==> src/rtl/updn_pwm_pkg.sv <==
package updn_pwm_pkg;

   typedef enum logic [1:0] {
      ACT_HOLD = 2'd0,
      ACT_LOW  = 2'd1,
      ACT_HIGH = 2'd2,
      ACT_TGL  = 2'd3
   } act_e;

   // bit layout: [7:6] compare-down, [5:4] compare-up, [3:2] period, [1:0] zero
   typedef struct packed {
      act_e on_cmp_dn;
      act_e on_cmp_up;
      act_e on_prd;
      act_e on_zro;
   } aq_cfg_t;

   localparam logic [2:0] ADR_PRD   = 3'd0;
   localparam logic [2:0] ADR_PSC   = 3'd1;
   localparam logic [2:0] ADR_CMPA  = 3'd2;
   localparam logic [2:0] ADR_CMPB  = 3'd3;
   localparam logic [2:0] ADR_CCTL  = 3'd4;
   localparam logic [2:0] ADR_AQA   = 3'd5;
   localparam logic [2:0] ADR_AQB   = 3'd6;
   localparam logic [2:0] ADR_PHS   = 3'd7;

   function automatic logic act_apply(act_e a, logic cur);
      case (a)
         ACT_LOW:  return 1'b0;
         ACT_HIGH: return 1'b1;
         ACT_TGL:  return ~cur;
         default:  return cur;
      endcase
   endfunction

endpackage

==> src/rtl/updn_pwm_prescale.sv <==
module updn_pwm_prescale #(
   parameter int HS_W   = 3,
   parameter int CK_W   = 3,
   parameter bit USE_HS = 1'b1
) (
   input  logic            clk,
   input  logic            rst_n,
   input  logic            tb_en,
   input  logic [HS_W-1:0] hs_code,
   input  logic [CK_W-1:0] ck_code,
   output logic            tick
);
   localparam int HS_MAX  = (1 << HS_W) - 1;
   localparam int CK_MAX  = (1 << CK_W) - 1;
   localparam int DIV_MAX = 2 * HS_MAX * (1 << CK_MAX);
   localparam int PS_W    = $clog2(DIV_MAX + 1);

   logic [PS_W-1:0] hs_div;
   logic [PS_W-1:0] ck_div;
   logic [PS_W-1:0] div;
   logic [PS_W-1:0] pcnt;

   generate
      if (USE_HS) begin : g_hs
         assign hs_div = (hs_code == '0) ? PS_W'(1) : PS_W'({hs_code, 1'b0});
      end else begin : g_no_hs
         logic unused_hs;
         assign unused_hs = ^hs_code;
         assign hs_div    = PS_W'(1);
      end
   endgenerate

   assign ck_div = PS_W'(1) << ck_code;
   assign div    = hs_div * ck_div;
   assign tick   = tb_en && (pcnt >= (div - PS_W'(1)));

   always_ff @(posedge clk) begin
      if (!rst_n)      pcnt <= '0;
      else if (!tb_en) pcnt <= '0;
      else if (tick)   pcnt <= '0;
      else             pcnt <= pcnt + PS_W'(1);
   end

endmodule

==> src/rtl/updn_pwm_timebase.sv <==
module updn_pwm_timebase #(
   parameter int CNT_W = 16
) (
   input  logic             clk,
   input  logic             rst_n,
   input  logic             tick,
   input  logic [CNT_W-1:0] prd,
   input  logic             sync_ld,
   input  logic [CNT_W-1:0] phase,
   output logic [CNT_W-1:0] cnt,
   output logic             dir_up
);
   always_ff @(posedge clk) begin
      if (!rst_n) begin
         cnt    <= '0;
         dir_up <= 1'b1;
      end else if (sync_ld) begin
         cnt <= phase;
      end else if (tick) begin
         if (prd == '0) begin
            cnt    <= '0;
            dir_up <= 1'b1;
         end else if (dir_up) begin
            if (cnt >= prd) begin
               dir_up <= 1'b0;
               cnt    <= cnt - 1'b1;
            end else begin
               cnt <= cnt + 1'b1;
            end
         end else begin
            if (cnt == '0) begin
               dir_up <= 1'b1;
               cnt    <= {{(CNT_W-1){1'b0}}, 1'b1};
            end else begin
               cnt <= cnt - 1'b1;
            end
         end
      end
   end

endmodule

==> src/rtl/updn_pwm_cmp.sv <==
module updn_pwm_cmp #(
   parameter int CNT_W = 16
) (
   input  logic             clk,
   input  logic             rst_n,
   input  logic             wr,
   input  logic             imm,
   input  logic [CNT_W-1:0] wdata,
   input  logic             zero_tick,
   output logic [CNT_W-1:0] active
);
   logic [CNT_W-1:0] shadow;

   always_ff @(posedge clk) begin
      if (!rst_n) begin
         shadow <= '0;
         active <= '0;
      end else begin
         if (wr && imm)
            active <= wdata;
         else if (zero_tick && !imm)
            active <= shadow;
         if (wr && !imm)
            shadow <= wdata;
      end
   end

endmodule

==> src/rtl/updn_pwm_aq.sv <==
module updn_pwm_aq
   import updn_pwm_pkg::*;
#(
   parameter int CNT_W = 16
) (
   input  logic             clk,
   input  logic             rst_n,
   input  logic             tick,
   input  logic [CNT_W-1:0] cnt,
   input  logic             dir_up,
   input  logic [CNT_W-1:0] prd,
   input  logic [CNT_W-1:0] cmp,
   input  aq_cfg_t          cfg,
   output logic             out
);
   act_e sel;

   always_comb begin
      if (cnt == cmp)
         sel = dir_up ? cfg.on_cmp_up : cfg.on_cmp_dn;
      else if (cnt == prd)
         sel = cfg.on_prd;
      else if (cnt == '0)
         sel = cfg.on_zro;
      else
         sel = ACT_HOLD;
   end

   always_ff @(posedge clk) begin
      if (!rst_n)    out <= 1'b0;
      else if (tick) out <= act_apply(sel, out);
   end

endmodule

==> src/rtl/updn_pwm_gen.sv <==
module updn_pwm_gen
   import updn_pwm_pkg::*;
#(
   parameter int CNT_W  = 16,
   parameter int HS_W   = 3,
   parameter int CK_W   = 3,
   parameter bit USE_HS = 1'b1
) (
   input  logic             clk,
   input  logic             rst_n,
   input  logic             tb_en,
   input  logic             sync_in,
   input  logic             wr_en,
   input  logic [2:0]       wr_addr,
   input  logic [CNT_W-1:0] wr_data,
   output logic [CNT_W-1:0] cnt_o,
   output logic             dir_up_o,
   output logic             pwm_a,
   output logic             pwm_b
);
   localparam int NCH   = 2;
   localparam int AQ_W  = $bits(aq_cfg_t);
   localparam int PSC_W = HS_W + CK_W;

   generate
      if (CNT_W < AQ_W) begin : g_bad_cnt_w
         $error("CNT_W must hold an action table word");
      end
      if (PSC_W > CNT_W) begin : g_bad_psc_w
         $error("prescaler codes must fit in one write word");
      end
      if (CK_W > 4) begin : g_bad_ck_w
         $error("CK_W above 4 is not supported");
      end
   endgenerate

   logic [CNT_W-1:0] prd_q;
   logic [CNT_W-1:0] phase_q;
   logic [HS_W-1:0]  hs_q;
   logic [CK_W-1:0]  ck_q;
   logic [NCH-1:0]   imm_q;
   logic             phase_en_q;
   aq_cfg_t          aq_q [NCH];

   logic             tick_w;
   logic             sync_ld;
   logic             zero_tick;
   logic [CNT_W-1:0] cnt_w;
   logic             dir_w;
   logic [NCH-1:0]   pwm_w;

   always_ff @(posedge clk) begin
      if (!rst_n) begin
         prd_q      <= '0;
         phase_q    <= '0;
         hs_q       <= '0;
         ck_q       <= '0;
         imm_q      <= '0;
         phase_en_q <= 1'b0;
         aq_q[0]    <= '0;
         aq_q[1]    <= '0;
      end else if (wr_en) begin
         case (wr_addr)
            ADR_PRD:  prd_q   <= wr_data;
            ADR_PHS:  phase_q <= wr_data;
            ADR_PSC: begin
               hs_q <= wr_data[HS_W-1:0];
               ck_q <= wr_data[PSC_W-1:HS_W];
            end
            ADR_CCTL: begin
               imm_q      <= wr_data[NCH-1:0];
               phase_en_q <= wr_data[NCH];
            end
            ADR_AQA:  aq_q[0] <= aq_cfg_t'(wr_data[AQ_W-1:0]);
            ADR_AQB:  aq_q[1] <= aq_cfg_t'(wr_data[AQ_W-1:0]);
            default: ;
         endcase
      end
   end

   assign sync_ld   = sync_in && phase_en_q;
   assign zero_tick = tick_w && (cnt_w == '0);

   updn_pwm_prescale #(
      .HS_W  (HS_W),
      .CK_W  (CK_W),
      .USE_HS(USE_HS)
   ) u_psc (
      .clk    (clk),
      .rst_n  (rst_n),
      .tb_en  (tb_en),
      .hs_code(hs_q),
      .ck_code(ck_q),
      .tick   (tick_w)
   );

   updn_pwm_timebase #(.CNT_W(CNT_W)) u_tb (
      .clk    (clk),
      .rst_n  (rst_n),
      .tick   (tick_w),
      .prd    (prd_q),
      .sync_ld(sync_ld),
      .phase  (phase_q),
      .cnt    (cnt_w),
      .dir_up (dir_w)
   );

   generate
      for (genvar ch = 0; ch < NCH; ch++) begin : g_ch
         logic [CNT_W-1:0] act_cmp;
         logic             cmp_wr;

         assign cmp_wr = wr_en && (wr_addr == ((ch == 0) ? ADR_CMPA : ADR_CMPB));

         updn_pwm_cmp #(.CNT_W(CNT_W)) u_cmp (
            .clk      (clk),
            .rst_n    (rst_n),
            .wr       (cmp_wr),
            .imm      (imm_q[ch]),
            .wdata    (wr_data),
            .zero_tick(zero_tick),
            .active   (act_cmp)
         );

         updn_pwm_aq #(.CNT_W(CNT_W)) u_aq (
            .clk   (clk),
            .rst_n (rst_n),
            .tick  (tick_w),
            .cnt   (cnt_w),
            .dir_up(dir_w),
            .prd   (prd_q),
            .cmp   (act_cmp),
            .cfg   (aq_q[ch]),
            .out   (pwm_w[ch])
         );
      end
   endgenerate

   assign cnt_o    = cnt_w;
   assign dir_up_o = dir_w;
   assign pwm_a    = pwm_w[0];
   assign pwm_b    = pwm_w[1];

endmodule

==> config.mk <==
export PLATFORM = sky130hd
export DESIGN_NAME = updn_pwm_gen
export DESIGN_NICKNAME = d
export VERILOG_FILES = /design/src/rtl/updn_pwm_pkg.sv /design/src/rtl/updn_pwm_prescale.sv /design/src/rtl/updn_pwm_timebase.sv /design/src/rtl/updn_pwm_cmp.sv /design/src/rtl/updn_pwm_aq.sv /design/src/rtl/updn_pwm_gen.sv
export SDC_FILE = /design/constraint.sdc
export NUM_CORES = 1
export LEC_CHECK = 0
export ABC_AREA = 0
export BUFFER_PORTS_ARGS = -buffer_cell sky130_fd_sc_hd__clkbuf_2
export CAP_MARGIN = 20
export CORE_MARGIN = 2
export CORE_UTILIZATION = 67
export CTS_CLUSTER_DIAMETER = 200
export DETAILED_ROUTE_END_ITERATION = 10
export GPL_ROUTABILITY_DRIVEN = 0
export PLACE_DENSITY = 0.86
export SYNTH_ARGS = -nofsm -noshare
export SYNTH_HDL_FRONTEND = slang
export SYNTH_SLANG_ARGS = --single-unit
==> constraint.sdc <==
create_clock -name clk -period 13.22 [get_ports clk]
set_clock_uncertainty 0.1 [all_clocks]
set_input_delay 1.983 -clock clk [delete_from_list [all_inputs] [get_ports clk]]
set_output_delay 1.983 -clock clk [all_outputs]
set_load 0.03 [all_outputs]
# --- Word-level counts from Yosys, hierarchy flattened ---
# Memories as Yosys holds them, arrays and structs flattened.
# Cells that the tools add are included.
totals:
  in_bits: 24
  out_inout_bits: 19
  mem_count: 1
  wordCells: 113
  ram_bits: 16
  regBits: 135
op_classes:
  n_mux: 36
  shift: 1
  n_mul: 1
  n_bitwise: 7
  n_eq_ne: 16
  reduce_logical: 30
  addsub: 4
  n_lt_le_gt_ge: 2
memory_table:
  columns: ["memory", "depth", "word_bits", "rd", "rd_clocked_by_memory_dff", "wr", "line_no", "rtl"]
  rows:
  - ["aq_q", 2, 8, 2, 0, 2, "updn_pwm_gen.sv:43", "aq_cfg_t aq_q [NCH];"]
ops:
  columns: ["operator", "n"]
  rows:
  - ["16-bit two-way mux", 10]
  - ["16-bit equality test", 3]
  - ["16-bit logical NOT", 2]
  - ["16-bit by 1-bit adder with 16-bit output, second input constant", 1]
  - ["16-bit >= comparator", 1]
  - ["2-bit two-way mux", 8]
  - ["8-bit two-way mux", 2]
  - ["16-bit by 1-bit subtractor with 16-bit output, second input constant", 1]
  - ["2-bit AND reduction", 7]
  - ["1-bit two-way mux", 13]
  - ["3-bit equality test, second input constant", 4]
  - ["11-bit by 1-bit adder with 11-bit output, second input constant", 1]
  - ["11-bit >= comparator", 1]
  - ["1-bit logical AND", 11]
  - ["11-bit by 11-bit multiplier with 11-bit output", 1]
  - ["1-bit by 3-bit << shifter with 11-bit output, first input constant", 1]
  - ["11-bit by 1-bit subtractor with 11-bit output, second input constant", 1]
  - ["2-bit equality test, second input constant", 4]
  - ["3-bit by 2-bit equality test with 1-bit output, second input constant", 2]
  - ["3-bit logical NOT", 2]
  - ["1-bit one-hot mux with 3 select lines", 2]
  - ["2-bit nonzero test", 3]
  - ["3-bit nonzero test", 2]
  - ["1-bit NOT", 5]
  - ["6 further kinds", 9]

# --- Depth between registers and ports, before layout ---
logic_depth:
  word_depth: 10
  mapped_depth: 25
  depth_no_buf: 23

# --- By module ---
# Synthesis repeated with hierarchy kept, for this count alone.
unflattened:
  cells_unflattened: 1114
  hier_area_um2: 9470.3
modules_own_cells:
  columns: ["module", "n_inst", "cells_per_inst", "area_each_um2"]
  rows:
  - ["updn_pwm_cmp", 2, 143, 1303.8]
  - ["updn_pwm_gen", 1, 214, 2205.9]
  - ["updn_pwm_prescale", 1, 238, 1824.2]
  - ["updn_pwm_timebase", 1, 244, 1824.2]
  - ["updn_pwm_aq", 2, 66, 504.2]

# --- Least setup slack after synthesis ---
# No wires, ideal clock.
synth_timing:
  path_kind: "register to register"
  from: "register ck_q[1]"
  to: "register u_tb.cnt[11]"
  arrival_ns: 5.555
  synth_period_minus_slack_ns: 5.731
  setup_time_ns: 0.076
  n_path_buf: 2
  slack_ns: 7.489
  path_stages_with_launch: 26
  cell_sequence: "dfxtp_1 > clkbuf_1 > nor2b_1 > nand2_1 > ha_1 > inv_1 > fa_1 > inv_1 > fa_1 > inv_1 > ha_1 > inv_1 > o22ai_1 > o41a_1 > a21o_1 > a21oi_1 > xnor2_1 > ha_1 > a2111o_1 > a221oi_1 > o21ai_0 > nand3_1 > clkbuf_1 > and3_1 > a21oi_1 > o22ai_1"
synth_between:
  elab_chain_cells: 6
synth_rtl:
  columns: ["element", "line_no", "rtl"]
  rows:
  - ["from (decl)", "updn_pwm_gen.sv:40", "logic [CK_W-1:0] ck_q;"]
  - ["from (signal assigned)", "updn_pwm_gen.sv:68", "ck_q <= wr_data[PSC_W-1:HS_W];"]
  - ["1-bit by 3-bit << shifter with 11-bit output", "updn_pwm_prescale.sv:33", "assign ck_div = PS_W'(1) << ck_code;"]
  - ["11-bit by 11-bit multiplier with 11-bit output", "updn_pwm_prescale.sv:34", "assign div = hs_div * ck_div;"]
  - ["11-bit by 1-bit subtractor with 11-bit output", "updn_pwm_prescale.sv:35", "assign tick = tb_en && (pcnt >= (div - PS_W'(1)));"]
  - ["11-bit >= comparator", "updn_pwm_prescale.sv:35", null]
  - ["1-bit logical AND", "updn_pwm_prescale.sv:35", null]
  - ["2-bit nonzero test (no line)", null, null]
  - ["to (signal assigned)", "updn_pwm_timebase.sv:18", "cnt <= phase;"]
  - ["to (signal assigned)", "updn_pwm_timebase.sv:26", "cnt <= cnt - 1'b1;"]
  - ["to (signal assigned)", "updn_pwm_timebase.sv:28", "cnt <= cnt + 1'b1;"]
  - ["to (decl)", "updn_pwm_timebase.sv:10", "output logic [CNT_W-1:0] cnt,"]
# Every way passes these cells.
# A chain may end at the register's enable or synchronous reset.

# --- Worst setup path in the final report ---
layout_timing:
  from: "register ck_q[1]"
  to: "register u_tb.cnt[10]"
# Same word-level chain as after synthesis.

==> impl_metrics.yaml <==
setup_path:
  timing.reg2reg.setup_slack_ns: 6.60
  worstPathMaxFanout: 15
  worstSetupPathType: "register to register"
  end_kind: "register"
  cp.required_ns: 13.42
  cp.arrival_ns: 6.82
  r2r_cells: 23
  start_kind: "register"
  reg2reg_from: "ck_q[1]"
  r2r-end: "u_tb.cnt[10]"
grt:
  antenna_found_initial: 0
  grt_pass1_wl_um: 34960
  grt_start_max_net_pins: 60
  grt.total_usage: 0.3122
  overflow: 0
  grt_pass1_vias: 7131
logic_synthesis:
  synth-main-ff-cell: "dfxtp_1"
  syn_nets: 1120
  synth_area_sq_um: 8798
  synthArstFlopShare: 0
  synthCells: 1032
  yosys_warnings: 0
  avgSynthCellArea_sq_um: 8.526
  seq_area_frac_synth: 0.3618
  synth_cell_type_count: 55
  synth_edf_count: 16
  ys_ff_latch: 151
cells_and_area:
  final_nets: 1130
  regArea_sq_um: 3183
  final_cells: 1227
  nFillCells: 911
  multiInputGateArea_sq_um: 5090
  final_util: 0.7526
  antenna_cells: 0
  drive_above_1_share: 0.1213
  final_area_sq_um: 9574
  area_growth_syn_to_layout_pct: 8.817
detailed_routing:
  drtIter0Drc: 797
  dr.pass1.iters: 6
  routed_wl_um: 21810
  num_vias: 7535
  drc: 0
  drtAntennaViolNets: 0
  wl_per_cell_um: 17.78
  vias_per_cell: 6.141
timing:
  rsz0062_at_grt: "no"
  slew_headroom: 0.3855
  tightest_slew_ns: 0.9089
  slew_violations: 0
  setup_viol: 0
  period_needed_ns: 6.616
  tns_ns: 0
  timing.final.ws_setup_ns: 6.604
  finalCritPeriodShare: 0.5005
  hold_slack_ns: 0.3543
  fmax_mhz: 151.1
  hold_viol: 0
die:
  die_h_um: 118.6
  core-area_sq_um: 12720
  design.die.area_sq_um: 14060
  initial_utilization: 0.6916
  die_w_um: 118.6
  rows: 41
  io-pin-count: 43
cts:
  numCtsBuffers: 17
  clkLatencyLatePin_ns: 0.43
  max-clock-path-buffers: 2
  ctsHoldBuffers: 0
  cts.clk_slew.worst_paths_ns: 0.06
  postCtsSetupRepairBufs: 0
  cts_tree: "yes"
  h-tree-depth: 4
  ctsRootBufferMaster: "clkbuf_16"
  cts_resized: 0
  cts.sinks: 151
worst_hold_path:
  whs_path_depth: 2
  hold_start: "g_ch[1].u_cmp.shadow[4]"
  hold_path_end: "g_ch[1].u_cmp.shadow[4]"
  min_path_type: "register to register"
pwr:
  p_total_mw: 1.104
  power_density_nw_per_um2: 115.3
  vdd_ir_drop_max_mv: 0.09698
  leakage_nw: 3.890
job:
  max_cap_violations: 0
outcome:
  status: "complete, no violations"
place:
  dp_cells: 1190
  dpl_worst_slack_ns: 6.737
  dp_hpwl_um: 15140
  place.port_buffers: 42
  dpl_cell_area_sq_um: 8994
## layout by cell type (no fill, tap or decap), drive strengths merged, types with 2 or more instances in the layout
| cell type | count |
|---|---|
| nor3 | 17 |
| nand3 | 29 |
| and2 | 12 |
| nand4 | 20 |
| a21oi | 92 |
| mux2i | 58 |
| xor2 | 15 |
| ha | 51 |
| inv | 67 |
| o21ai | 17 |
| a311o | 2 |
| a21o | 6 |
| o22ai | 9 |
| nand2b | 9 |
| clkinvlp | 3 |
| o21a | 2 |
| and3 | 15 |
| nand2 | 166 |
| a311oi | 2 |
| dfxtp | 135 |
| nor4 | 8 |
| clkbuf | 62 |
| nor2b | 8 |
| nor2 | 80 |
| o211ai | 3 |
| fa | 13 |
| clkinv | 5 |
| edfxtp | 16 |
| a211oi | 34 |
| buf | 12 |
| or4 | 4 |
| xnor2 | 46 |
| o31ai | 4 |
| or3 | 16 |
| a31oi | 5 |
## power breakdown
part,switching [mW],internal [mW]
Clock,0.200,0.253
Combinational,0.100,0.0663
Sequential,0.00974,0.475
## critical path, stage by stage (launching register included)
cell	delay, ns
dfxtp_1	0.55
nor2b_1	0.42
nand2_1	0.10
ha_1	0.30
inv_1	0.05
fa_1	0.52
inv_1	0.05
fa_1	0.53
inv_1	0.04
ha_1	0.30
inv_1	0.10
o22ai_1	0.10
o41a_1	0.37
a21o_1	0.19
a21oi_1	0.17
xnor2_1	0.14
ha_1	0.26
a2111o_1	0.42
a221oi_1	0.21
o21ai_0	0.18
nand3_1	0.58
or3_1	0.53
or3_1	0.18
o211ai_1	0.08
## final cells by class
type | instances | area share
Clock buffer | 19 | 0.04744
Clock inverter | 13 | 0.01006
Inverter | 62 | 0.02457
Multi-Input combinational cell | 755 | 0.5316
Sequential cell | 151 | 0.3325
Tap cell | 172 | 0.02248
Timing Repair Buffer | 55 | 0.03136
## worst max path at each step
stage,start,endpoint,slack (ns),depth (start not counted)
after floorplan,ck_q[1],u_tb.cnt[11],7.49,25
after detailed placement,ck_q[1],u_tb.cnt[10],6.74,23
after global routing,ck_q[0],u_tb.cnt[8],6.19,21
after CTS,ck_q[1],u_tb.cnt[10],6.69,23
after global placement,ck_q[1],u_tb.cnt[10],6.92,23
final,ck_q[1],u_tb.cnt[10],6.60,23
## synth_stat cells, types with 16 or more instances
| cell | n | area share |
|---|---|---|
| a211oi_2 | 28 | 0.040 |
| a21oi_1 | 92 | 0.052 |
| clkbuf_1 | 51 | 0.022 |
| dfxtp_1 | 135 | 0.31 |
| edfxtp_1 | 16 | 0.055 |
| ha_1 | 51 | 0.073 |
| inv_1 | 61 | 0.026 |
| mux2i_1 | 58 | 0.066 |
| nand2_1 | 166 | 0.071 |
| nand3_1 | 29 | 0.016 |
| nand4_1 | 20 | 0.014 |
| nor2_1 | 72 | 0.031 |
| nor3_1 | 17 | 0.0097 |
| xnor2_1 | 46 | 0.046 |
## metal layers
| layer | wire length, um | track usage | vias to the layer above |
|---|---|---|---|
| li1 | - | - | 3572 |
| met1 | 9161 | 0.4060 | 3554 |
| met2 | 10250 | 0.4986 | 336 |
| met3 | 1742 | 0.06902 | 73 |
| met4 | 657 | 0.1369 | 0 |
| met5 | 0 | 0 | - |
## kinds of logic after synthesis
logic type	synth area share
xor+xnor	0.06072
mux	0.06598
fa+ha+maj	0.1021
flops	0.3618
compound gates	0.1466
buf+inv	0.05972
simple gates	0.2031
## sequential cells by signal, summed over array words and instances, names as in the netlist, 3 cells and up
| signal | flops |
|---|---|
| u_tb.cnt | 16 |
| aq_q | 16 |
| g_ch.u_cmp.shadow | 32 |
| phase_q | 16 |
| u_psc.pcnt | 11 |
| g_ch.u_cmp.active | 32 |
| prd_q | 16 |
| hs_q | 3 |
| ck_q | 3 |
Note: power is estimated with default switching activity, not from simulation.
